<file path="src/rtl/slice_ctl_pkg.sv">
`timescale 1ns/1ps
package slice_ctl_pkg;

   localparam int CSR_W = 64;

   // the word is numbered from its MSB; convert to vector index
   function automatic int msb0(input int b);
      return CSR_W - 1 - b;
   endfunction

   localparam int CR_IX   = msb0(15);
   localparam int PM_HI   = msb0(16);
   localparam int PM_LO   = msb0(31);
   localparam int PS_HI   = msb0(38);
   localparam int PS_LO   = msb0(39);
   localparam int PC_IX   = msb0(48);
   localparam int SS_HI   = msb0(54);
   localparam int SS_LO   = msb0(55);
   localparam int SC_IX   = msb0(63);

   localparam int PM_W      = PM_HI - PM_LO + 1;
   localparam int MODEL_W   = 8;
   localparam int FEAT_LPID = msb0(22) - PM_LO;
   localparam int FEAT_PID  = msb0(21) - PM_LO;
   localparam int FEAT_LPC  = msb0(20) - PM_LO;

   typedef enum logic [1:0] {
      PURGE_IDLE = 2'b00,
      PURGE_BUSY = 2'b01,
      PURGE_DONE = 2'b11
   } purge_st_e;

   typedef enum logic [1:0] {
      SUSP_RUN   = 2'b00,
      SUSP_DRAIN = 2'b01
   } susp_st_e;

   typedef struct packed {
      logic            cr;
      logic [PM_W-1:0] pm;
      logic            pc;
      logic            sc;
   } ctl_t;

   function automatic logic [CSR_W-1:0] pack_csr(input ctl_t c,
                                                 input purge_st_e ps,
                                                 input susp_st_e ss);
      logic [CSR_W-1:0] w;
      w                = '0;
      w[CR_IX]         = c.cr;
      w[PM_HI:PM_LO]   = c.pm;
      w[PS_HI:PS_LO]   = ps;
      w[PC_IX]         = c.pc;
      w[SS_HI:SS_LO]   = ss;
      w[SC_IX]         = c.sc;
      return w;
   endfunction

endpackage

</file>
<file path="src/rtl/slice_ctl_regs.sv">
`timescale 1ns/1ps
module slice_ctl_regs
   import slice_ctl_pkg::*;
(
   input  logic             clk,
   input  logic             rst,
   input  logic             we,
   input  logic [CSR_W-1:0] wdata,
   output ctl_t             ctl
);

   // status and reserved bits of the write word are dropped here
   logic unused_wdata;
   assign unused_wdata = ^wdata;

   always_ff @(posedge clk) begin
      if (rst) begin
         ctl.cr <= 1'b1;
         ctl.pm <= '0;
         ctl.pc <= 1'b0;
         ctl.sc <= 1'b0;
      end else if (we) begin
         ctl.cr <= wdata[CR_IX];
         ctl.pm <= wdata[PM_HI:PM_LO];
         ctl.pc <= wdata[PC_IX];
         ctl.sc <= wdata[SC_IX];
      end
   end

endmodule

</file>
<file path="src/rtl/slice_req_fifo.sv">
`timescale 1ns/1ps
module slice_req_fifo #(
   parameter int W     = 32,
   parameter int DEPTH = 8
) (
   input  logic         clk,
   input  logic         rst,
   input  logic         flush,
   input  logic         push,
   input  logic [W-1:0] din,
   input  logic         pop,
   output logic [W-1:0] dout,
   output logic         full,
   output logic         empty
);

   localparam int PTR_W = (DEPTH > 1) ? $clog2(DEPTH) : 1;
   localparam int CNT_W = $clog2(DEPTH + 1);
   localparam bit POW2  = ((1 << PTR_W) == DEPTH);

   logic [PTR_W-1:0] wr_ptr, rd_ptr, wr_nxt, rd_nxt;
   logic [CNT_W-1:0] count;
   logic [DEPTH-1:0][W-1:0] slots;

   generate
      if (POW2) begin : g_wrap_free
         always_comb begin
            wr_nxt = wr_ptr + 1'b1;
            rd_nxt = rd_ptr + 1'b1;
         end
      end else begin : g_wrap_cmp
         always_comb begin
            wr_nxt = (wr_ptr == PTR_W'(DEPTH - 1)) ? '0 : wr_ptr + 1'b1;
            rd_nxt = (rd_ptr == PTR_W'(DEPTH - 1)) ? '0 : rd_ptr + 1'b1;
         end
      end
   endgenerate

   for (genvar i = 0; i < DEPTH; i++) begin : g_slot
      logic [W-1:0] q_r;
      always_ff @(posedge clk) begin
         if (push && !flush && (wr_ptr == PTR_W'(i)))
            q_r <= din;
      end
      assign slots[i] = q_r;
   end

   always_ff @(posedge clk) begin
      if (rst || flush) begin
         wr_ptr <= '0;
         rd_ptr <= '0;
         count  <= '0;
      end else begin
         if (push) wr_ptr <= wr_nxt;
         if (pop)  rd_ptr <= rd_nxt;
         if (push && !pop)      count <= count + 1'b1;
         else if (pop && !push) count <= count - 1'b1;
      end
   end

   assign dout  = slots[rd_ptr];
   assign full  = (count == CNT_W'(DEPTH));
   assign empty = (count == '0);

endmodule

</file>
<file path="src/rtl/slice_issue_track.sv">
`timescale 1ns/1ps
module slice_issue_track
   import slice_ctl_pkg::*;
#(
   parameter int MAX_OUT = 4
) (
   input  logic      clk,
   input  logic      rst,
   input  logic      issue,
   input  logic      done,
   input  logic      purge,
   input  logic      suspend,
   input  logic      q_empty,
   output logic      at_limit,
   output purge_st_e ps,
   output susp_st_e  ss
);

   localparam int OUT_W = $clog2(MAX_OUT + 1);

   logic idle;
   logic purge_fin;

   generate
      if (MAX_OUT == 1) begin : g_flag
         logic busy;
         always_ff @(posedge clk) begin
            if (rst)        busy <= 1'b0;
            else if (issue) busy <= 1'b1;
            else if (done)  busy <= 1'b0;
         end
         assign idle     = !busy;
         assign at_limit = busy;
      end else begin : g_count
         logic [OUT_W-1:0] cnt;
         logic             retire;
         assign retire = done && (cnt != '0);
         always_ff @(posedge clk) begin
            if (rst)                    cnt <= '0;
            else if (issue && !retire)  cnt <= cnt + 1'b1;
            else if (retire && !issue)  cnt <= cnt - 1'b1;
         end
         assign idle     = (cnt == '0);
         assign at_limit = (cnt == OUT_W'(MAX_OUT));
      end
   endgenerate

   always_ff @(posedge clk) begin
      if (rst || !purge)          purge_fin <= 1'b0;
      else if (q_empty && idle)   purge_fin <= 1'b1;
   end

   always_comb begin
      if (!purge)         ps = PURGE_IDLE;
      else if (purge_fin) ps = PURGE_DONE;
      else                ps = PURGE_BUSY;
      ss = (suspend && !idle) ? SUSP_DRAIN : SUSP_RUN;
   end

endmodule

</file>
<file path="src/rtl/slice_gate_ctrl.sv">
`timescale 1ns/1ps
module slice_gate_ctrl
   import slice_ctl_pkg::*;
#(
   parameter int DATA_W  = 32,
   parameter int DEPTH   = 8,
   parameter int MAX_OUT = 4
) (
   input  logic                 clk,
   input  logic                 rst,
   input  logic                 csr_we,
   input  logic [CSR_W-1:0]     csr_wdata,
   output logic [CSR_W-1:0]     csr_rdata,
   input  logic                 slice_enable,
   output logic                 slice_active,
   output logic [MODEL_W-1:0]   cfg_model,
   output logic                 cfg_lpid_chk,
   output logic                 cfg_pid_chk,
   output logic                 cfg_lpc_en,
   input  logic                 acc_valid,
   output logic                 acc_ready,
   input  logic [DATA_W-1:0]    acc_data,
   output logic                 host_valid,
   input  logic                 host_ready,
   output logic [DATA_W-1:0]    host_data,
   input  logic                 host_done
);

   if (DATA_W < 1) begin : g_bad_width
      $error("slice_gate_ctrl: DATA_W must be at least 1");
   end
   if (DEPTH < 2) begin : g_bad_depth
      $error("slice_gate_ctrl: DEPTH must be at least 2");
   end
   if (MAX_OUT < 1) begin : g_bad_out
      $error("slice_gate_ctrl: MAX_OUT must be at least 1");
   end

   ctl_t      ctl;
   purge_st_e ps;
   susp_st_e  ss;
   logic      q_full, q_empty, at_limit;
   logic      push, pop;

   slice_ctl_regs u_regs (
      .clk   (clk),
      .rst   (rst),
      .we    (csr_we),
      .wdata (csr_wdata),
      .ctl   (ctl)
   );

   assign acc_ready  = !ctl.pc && !q_full;
   assign host_valid = !ctl.pc && !ctl.sc && !q_empty && !at_limit;
   assign push       = acc_valid && acc_ready;
   assign pop        = host_valid && host_ready;

   slice_req_fifo #(
      .W     (DATA_W),
      .DEPTH (DEPTH)
   ) u_fifo (
      .clk   (clk),
      .rst   (rst),
      .flush (ctl.pc),
      .push  (push),
      .din   (acc_data),
      .pop   (pop),
      .dout  (host_data),
      .full  (q_full),
      .empty (q_empty)
   );

   slice_issue_track #(
      .MAX_OUT (MAX_OUT)
   ) u_track (
      .clk      (clk),
      .rst      (rst),
      .issue    (pop),
      .done     (host_done),
      .purge    (ctl.pc),
      .suspend  (ctl.sc),
      .q_empty  (q_empty),
      .at_limit (at_limit),
      .ps       (ps),
      .ss       (ss)
   );

   assign csr_rdata    = pack_csr(ctl, ps, ss);
   assign slice_active = slice_enable && !ctl.cr;
   assign cfg_model    = ctl.pm[MODEL_W-1:0];
   assign cfg_lpid_chk = ctl.pm[FEAT_LPID];
   assign cfg_pid_chk  = ctl.pm[FEAT_PID];
   assign cfg_lpc_en   = ctl.pm[FEAT_LPC];

endmodule

</file>
<file path="config.mk">
export PLATFORM = sky130hd
export DESIGN_NAME = slice_gate_ctrl
export DESIGN_NICKNAME = d
export VERILOG_FILES = /design/src/rtl/slice_ctl_pkg.sv /design/src/rtl/slice_ctl_regs.sv /design/src/rtl/slice_req_fifo.sv /design/src/rtl/slice_issue_track.sv /design/src/rtl/slice_gate_ctrl.sv
export SDC_FILE = /design/constraint.sdc
export NUM_CORES = 1
export LEC_CHECK = 0
export BUFFER_PORTS_ARGS = -buffer_cell sky130_fd_sc_hd__buf_2
export CAP_MARGIN = 40
export CORE_MARGIN = 1.5
export CORE_UTILIZATION = 50
export CTS_CLUSTER_DIAMETER = 60
export DETAILED_ROUTE_END_ITERATION = 10
export GPL_TIMING_DRIVEN = 0
export PLACE_DENSITY = 0.73
export SLEW_MARGIN = 15
export SYNTH_ARGS = -nofsm -noshare
export SYNTH_HDL_FRONTEND = slang
export SYNTH_HIERARCHICAL = 1
export SYNTH_SLANG_ARGS = --single-unit
export TNS_END_PERCENT = 1
</file>
<file path="constraint.sdc">
create_clock -name clk -period 3.95 [get_ports clk]
set_input_delay 0.1975 -clock clk [delete_from_list [all_inputs] [get_ports clk]]
set_output_delay 0.1975 -clock clk [all_outputs]
set_load 0.02 [all_outputs]
</file>
* After elaboration in Yosys (flattened, before gate mapping)
Cells that the tools add are included.
Operators by class: add/sub/neg operators 6, $lt $le $gt $ge 1, equal/unequal tests 9, muxes and demuxes 9, reductions and logical operators 41
Operators with widths (count):
- binary-select mux 32 bit (select 3 bit) | 1
- two-way mux 32 bit | 1
- logical AND 1 bit | 23
- == test 3 bit, second input constant | 5
- logical NOT 1 bit | 10
- adder 3 x 1 -> 3 bit, second input constant | 3
- two-way mux 4 bit | 2
- == test 3 x 2 -> 1 bit, second input constant | 2
- logical NOT 3 bit | 2
- two-way mux 3 bit | 2
- adder 4 x 1 -> 4 bit, second input constant | 1
- == test 4 bit, second input constant | 1
- logical NOT 4 bit | 1
- < comparator 3 x 4 -> 1 bit, second input constant | 1
- two-way mux 2 bit | 2
- nonzero test 2 bit | 2
- subtractor 4 x 1 -> 4 bit, second input constant | 1
- == test 3 x 1 -> 1 bit, second input constant | 1
- nonzero test 3 bit | 1
- subtractor 3 x 1 -> 3 bit, second input constant | 1
- logical OR 1 bit | 2
- two-way mux 1 bit | 1
Storage, ports and cells: bits in registers 289, output and inout port bits 110, word-level logic and storage cells 83

* Logic depth before layout (Yosys ltp)
depth in word-level cells 9, mapped depth 11, mapped depth without buffers 11

* Cells and area by module
Netlist, hierarchy kept.
By module, submodules not included:
- slice_req_fifo | instances 1, cells each 445, area each 10282.4 µm²
- slice_ctl_regs | instances 1, cells each 61, area each 688.2 µm²
- slice_gate_ctrl | instances 1, cells each 58, area each 429.2 µm²
- slice_issue_track | instances 1, cells each 25, area each 230.2 µm²

* Least setup slack after synthesis
OpenSTA, ideal clock, no wires.
path kind flip-flop to flip-flop, start register u_regs/ctl[1] (netlist name), end register u_fifo.g_slot[4].q_r[0] (enable), data arrival time 2.767 ns, setup slack 0.762 ns, stages on the path, launching flop included 6, buffers on the path 1, period minus slack after synthesis 3.188 ns, path through dfxtp_1 > nor2_1 > and2_1 > clkbuf_1 > nand2_1 > nor2_1
Between the ends: cells in the longest elaborated chain, start to end 5
RTL lines:
- logical NOT 1 bit | RTL line slice_gate_ctrl.sv:53 | assign acc_ready = !ctl.pc && !q_full;
- logical AND 1 bit | RTL line slice_gate_ctrl.sv:53
- named net acc_ready | RTL line slice_gate_ctrl.sv:21 | output logic acc_ready,
- logical AND 1 bit | RTL line slice_gate_ctrl.sv:55 | assign push = acc_valid && acc_ready;
- named net push | RTL line slice_gate_ctrl.sv:43 | logic push, pop;
- logical AND 1 bit (2 in series) | RTL line slice_req_fifo.sv:42 | if (push && !flush && (wr_ptr == PTR_W'(i)))
- end signal, assigned | RTL line slice_req_fifo.sv:43 | q_r <= din;
- end, declared | RTL line slice_req_fifo.sv:40 | logic [W-1:0] q_r;
The timed path passes the listed nets, and every way through them passes these cells. A chain may end at the register's enable or synchronous reset.

* Worst setup path in the final report
start register u_fifo.count[0], end register u_fifo.count[3]
Between the ends: cells in the longest elaborated chain, start to end 8, elaborated cells on any way between the ends 18
RTL lines:
- start, declared | RTL line slice_req_fifo.sv:22 | logic [CNT_W-1:0] count;
- start signal, assigned | RTL line slice_req_fifo.sv:56 | if (push && !pop) count <= count + 1'b1;
- start signal, assigned | RTL line slice_req_fifo.sv:57 | else if (pop && !push) count <= count - 1'b1;
- logical NOT 4 bit * | RTL line slice_req_fifo.sv:63 | assign empty = (count == '0);
- named net q_empty | RTL line slice_gate_ctrl.sv:42 | logic q_full, q_empty, at_limit;
- logical NOT 1 bit * | RTL line slice_gate_ctrl.sv:54 | assign host_valid = !ctl.pc && !ctl.sc && !q_empty && !at_limit;
- logical AND 1 bit * (2 in series) | RTL line slice_gate_ctrl.sv:54
- logical AND 1 bit * | RTL line slice_gate_ctrl.sv:56 | assign pop = host_valid && host_ready;
- named net pop | RTL line slice_gate_ctrl.sv:43
- logical NOT 1 bit | RTL line slice_req_fifo.sv:56
- logical AND 1 bit | RTL line slice_req_fifo.sv:56
- two-way mux 4 bit / nonzero test 2 bit (equally long branches)
The timed path passes the listed nets; every way through them passes the cells marked *. The select of a mux whose other input is x is not followed.

==> metrics.cfg <==
[floorplanning]
die_h_um=155.5
core_area_um2=22710
start_util=0.5121
row_count=55
dieArea_um2=24180
io_pins=213
die_x_um=155.5

[pwr]
worst_ir_drop_vdd_v=0.0003574
total_power_mw=7.738
leakagePower_nw=5.260
power.density_nw_per_um2=536.2

[clocking]
cts_buffers=29
ctsResizeCount=0
cts_post_setup_buffers_inserted=0
clkSlewWorstSetupHoldPaths_ns=0.06
clockRootBuffer=clkbuf_16
cts.sinks=289
cts_tree=done
cts.htree.levels=1
cts_buffer_depth=3
clkLatencyLatePin_ns=0.54
holdBufCountCts=52

[run_status]
status=finished, final reports clean

[logic_synthesis]
ys_types=38
ys_ff_latch=289
yosysWarningCount=6
yosysSeqAreaShare=0.7178
synth_cells=589
synth_area_um2=11630
avgSynthCellArea_um2=19.75

[critical_path]
reg2reg_to=u_fifo/count[3]$_SDFFE_PP0P_
crit_fanout=5
cpPeakStageDelay_ns=0.52
startpoint_type=register
crit_arrival_ns=3.37
crit_path_cell_trace=nor4_1 > nor4_2 > and2_1 > inv_1 > ha_1 > inv_1 > ha_1 > a21oi_1 > nand3_1 > a211oi_1 > a31o_2
r2r_slack_ns=1.07
crit_slowest_cell=nor4_1
reg2reg_from=u_fifo/count[0]$_SDFFE_PP0P_
crit_path_end_kind=register
worstRegToRegCells=11
path_class=reg2reg
worstPathRequired_ns=4.44

[finish]
fillCellCount=1558
regArea_um2=8348
fin_nets=961
drive_above_1_share=0.3906
area_growth_pct=24.09
stdcell_area_um2=14430
multi_input_area_um2=2875

[route]
postRouteAntennaNets=0
post_drt_wl_per_cell_um=19.81
via_per_inst=5.264
route.detailed.drc=0
wl_um=22860
drt_iter0_markers=371
dr_total_vias=6075
drt-pass1-iter-count=4

[sta]
worst_pin_slew_ns=0.8476
slew_headroom=0.4350
max_freq_mhz=346.7
rsz0062_at_grt=false
min_period_over_period=0.7302
period_needed_ns=2.884
setup_viol=0
hold_viol=0
finClkSkew_ns=0.007042
slew_violations=0
hold_ws_ns=0.1046

[grt]
antenna_found_initial=1
grt_pass1_wl_um=35160
grt_max_degree=26
grt_pass1_vias=6470
grt_use_total=0.1916
overflow=0

[worst_hold_path]
min-delay-start=csr_we
hp-class=in2reg
whs_path_depth=3
holdPathEnd=u_regs/ctl[18]$_SDFFE_PP1P_

[placement]
dpl.hpwl_um=14300
place_area_um2=13000
place_congestion=0.8023
portBuffers=125

[run]
drv_cap=0

## worst max-delay path, delay by kind of cell (launching register included)
| kind | cells | cell delay [ns] |
|---|---|---|
| simple gates | 4 | 1.05 |
| flops | 1 | 0.38 |
| fa+ha+maj | 2 | 0.51 |
| compound gates | 3 | 0.70 |
| buf+inv | 2 | 0.20 |
## power breakdown
group / internal [mW] / total (mW) / switching, mW
sequential: 3.49 / 3.56 / 0.0716
combinational: 0.754 / 1.57 / 0.819
clock: 1.52 / 2.60 / 1.08
## metal layers
metal,global-route usage,wire length (um)
met1,0.2401,9246
met2,0.3420,11810
met3,0.03510,1323
met4,0.05442,482
met5,0,0
## through the flow
step	std cells	setup TNS, ns	utilization	setup WS, ns
2_1_floorplan	629	0	-	0.7622
3_3_place_gp	1039	-59.80	0.5620	-0.3894
3_5_place_dp	1047	0	0.5725	1.199
4_1_cts	1153	0	0.6354	1.120
5_1_grt	1154	0	0.6355	0.8439
6_report	1154	0	0.6355	1.066
## flip-flops by register name (all words and copies together) (netlist names)
name	flops
u_fifo/count	4
u_fifo/wr_ptr	3
u_fifo/rd_ptr	3
u_track/g_count.cnt	3
u_fifo/g_slot.q_r	256
u_regs/ctl	19
u_track/purge_fin	1
## layout make-up
| type | instances | area share |
|---|---|---|
| diodes | 1 | 0.0001734 |
| repair buffers | 185 | 0.09260 |
| inverters | 7 | 0.001821 |
| plain buffers | 79 | 0.04006 |
| multi-input cells | 254 | 0.1992 |
| clock buffers | 40 | 0.05453 |
| flip-flops and latches | 289 | 0.5785 |
| well taps | 285 | 0.02471 |
| clock inverters | 14 | 0.008410 |
## placed cells by master, fill, tap and decap left out, drive strengths merged, types with 3 or more instances in the layout
cell type    netlist  final
ha                11     11
mux4              64     64
xor2               4      4
nor2              39     39
conb               2     42
dfxtp             33     33
dlygate4sd3        0     52
clkinv             0     10
inv                7      9
a21oi              4      4
edfxtp           256    256
mux2i             22     22
clkbuf             9     49
mux2              32     32
nor4               3      3
nand2b             4      4
xnor2              3      3
and2               3      3
buf               70    203
nand2              3      3
## logic make-up (layout without fill, tap and decap cells)
logic type / count (synthesis) / count (layout) / share of synthesized area
other: 2 / 43 / 0.0006457
xor gates and xnor gates: 7 / 7 / 0.005272
AOI/OAI and AO/OA: 10 / 10 / 0.005702
DFF: 289 / 289 / 0.7178
buffers and inverters: 86 / 325 / 0.05196
adders and majority gates: 13 / 13 / 0.01528
muxes: 118 / 118 / 0.1768
and+or+nand+nor: 64 / 64 / 0.02657
## worst max-delay path by stage
stage                                             end  cells after the start                           from
global placement    u_fifo/g_slot[6].q_r[2]$_DFFE_PP_                      6   u_fifo/count[0]$_SDFFE_PP0P_
global route             u_fifo/count[3]$_SDFFE_PP0P_                     11   u_fifo/count[0]$_SDFFE_PP0P_
detailed placement       u_fifo/count[3]$_SDFFE_PP0P_                     11   u_fifo/count[0]$_SDFFE_PP0P_
finish                   u_fifo/count[3]$_SDFFE_PP0P_                     11   u_fifo/count[0]$_SDFFE_PP0P_
floorplan           u_fifo/g_slot[4].q_r[0]$_DFFE_PP_                      5     u_regs/ctl[1]$_SDFFE_PP0P_
CTS                                     host_data[16]                      5  u_fifo/rd_ptr[1]$_SDFFE_PP0P_
## synth_stat cells, drive strengths merged
master  count  share of area
edfxtp    256           0.66
buf        70          0.047
mux4       64           0.13
nor2       39          0.013
dfxtp      33          0.057
mux2       32          0.031
mux2i      22          0.019
ha         11          0.012
clkbuf      9         0.0029
inv         7         0.0023
a21oi       4         0.0017
nand2b      4         0.0022
xor2        4         0.0030
and2        3         0.0016
nand2       3        0.00097
nor4        3         0.0022
xnor2       3         0.0023
a211o       2         0.0015
a211oi      2         0.0013
and3b       2         0.0015
conb        2        0.00065
fa          2         0.0034
nand3       2        0.00086
nor2b       2         0.0011
nor3b       2         0.0013
a31o        1        0.00075
and2b       1        0.00086
nor3        1        0.00043
o21ai       1        0.00043
or2         1        0.00054
or3         1        0.00054
(Power assumes the default switching activity.)
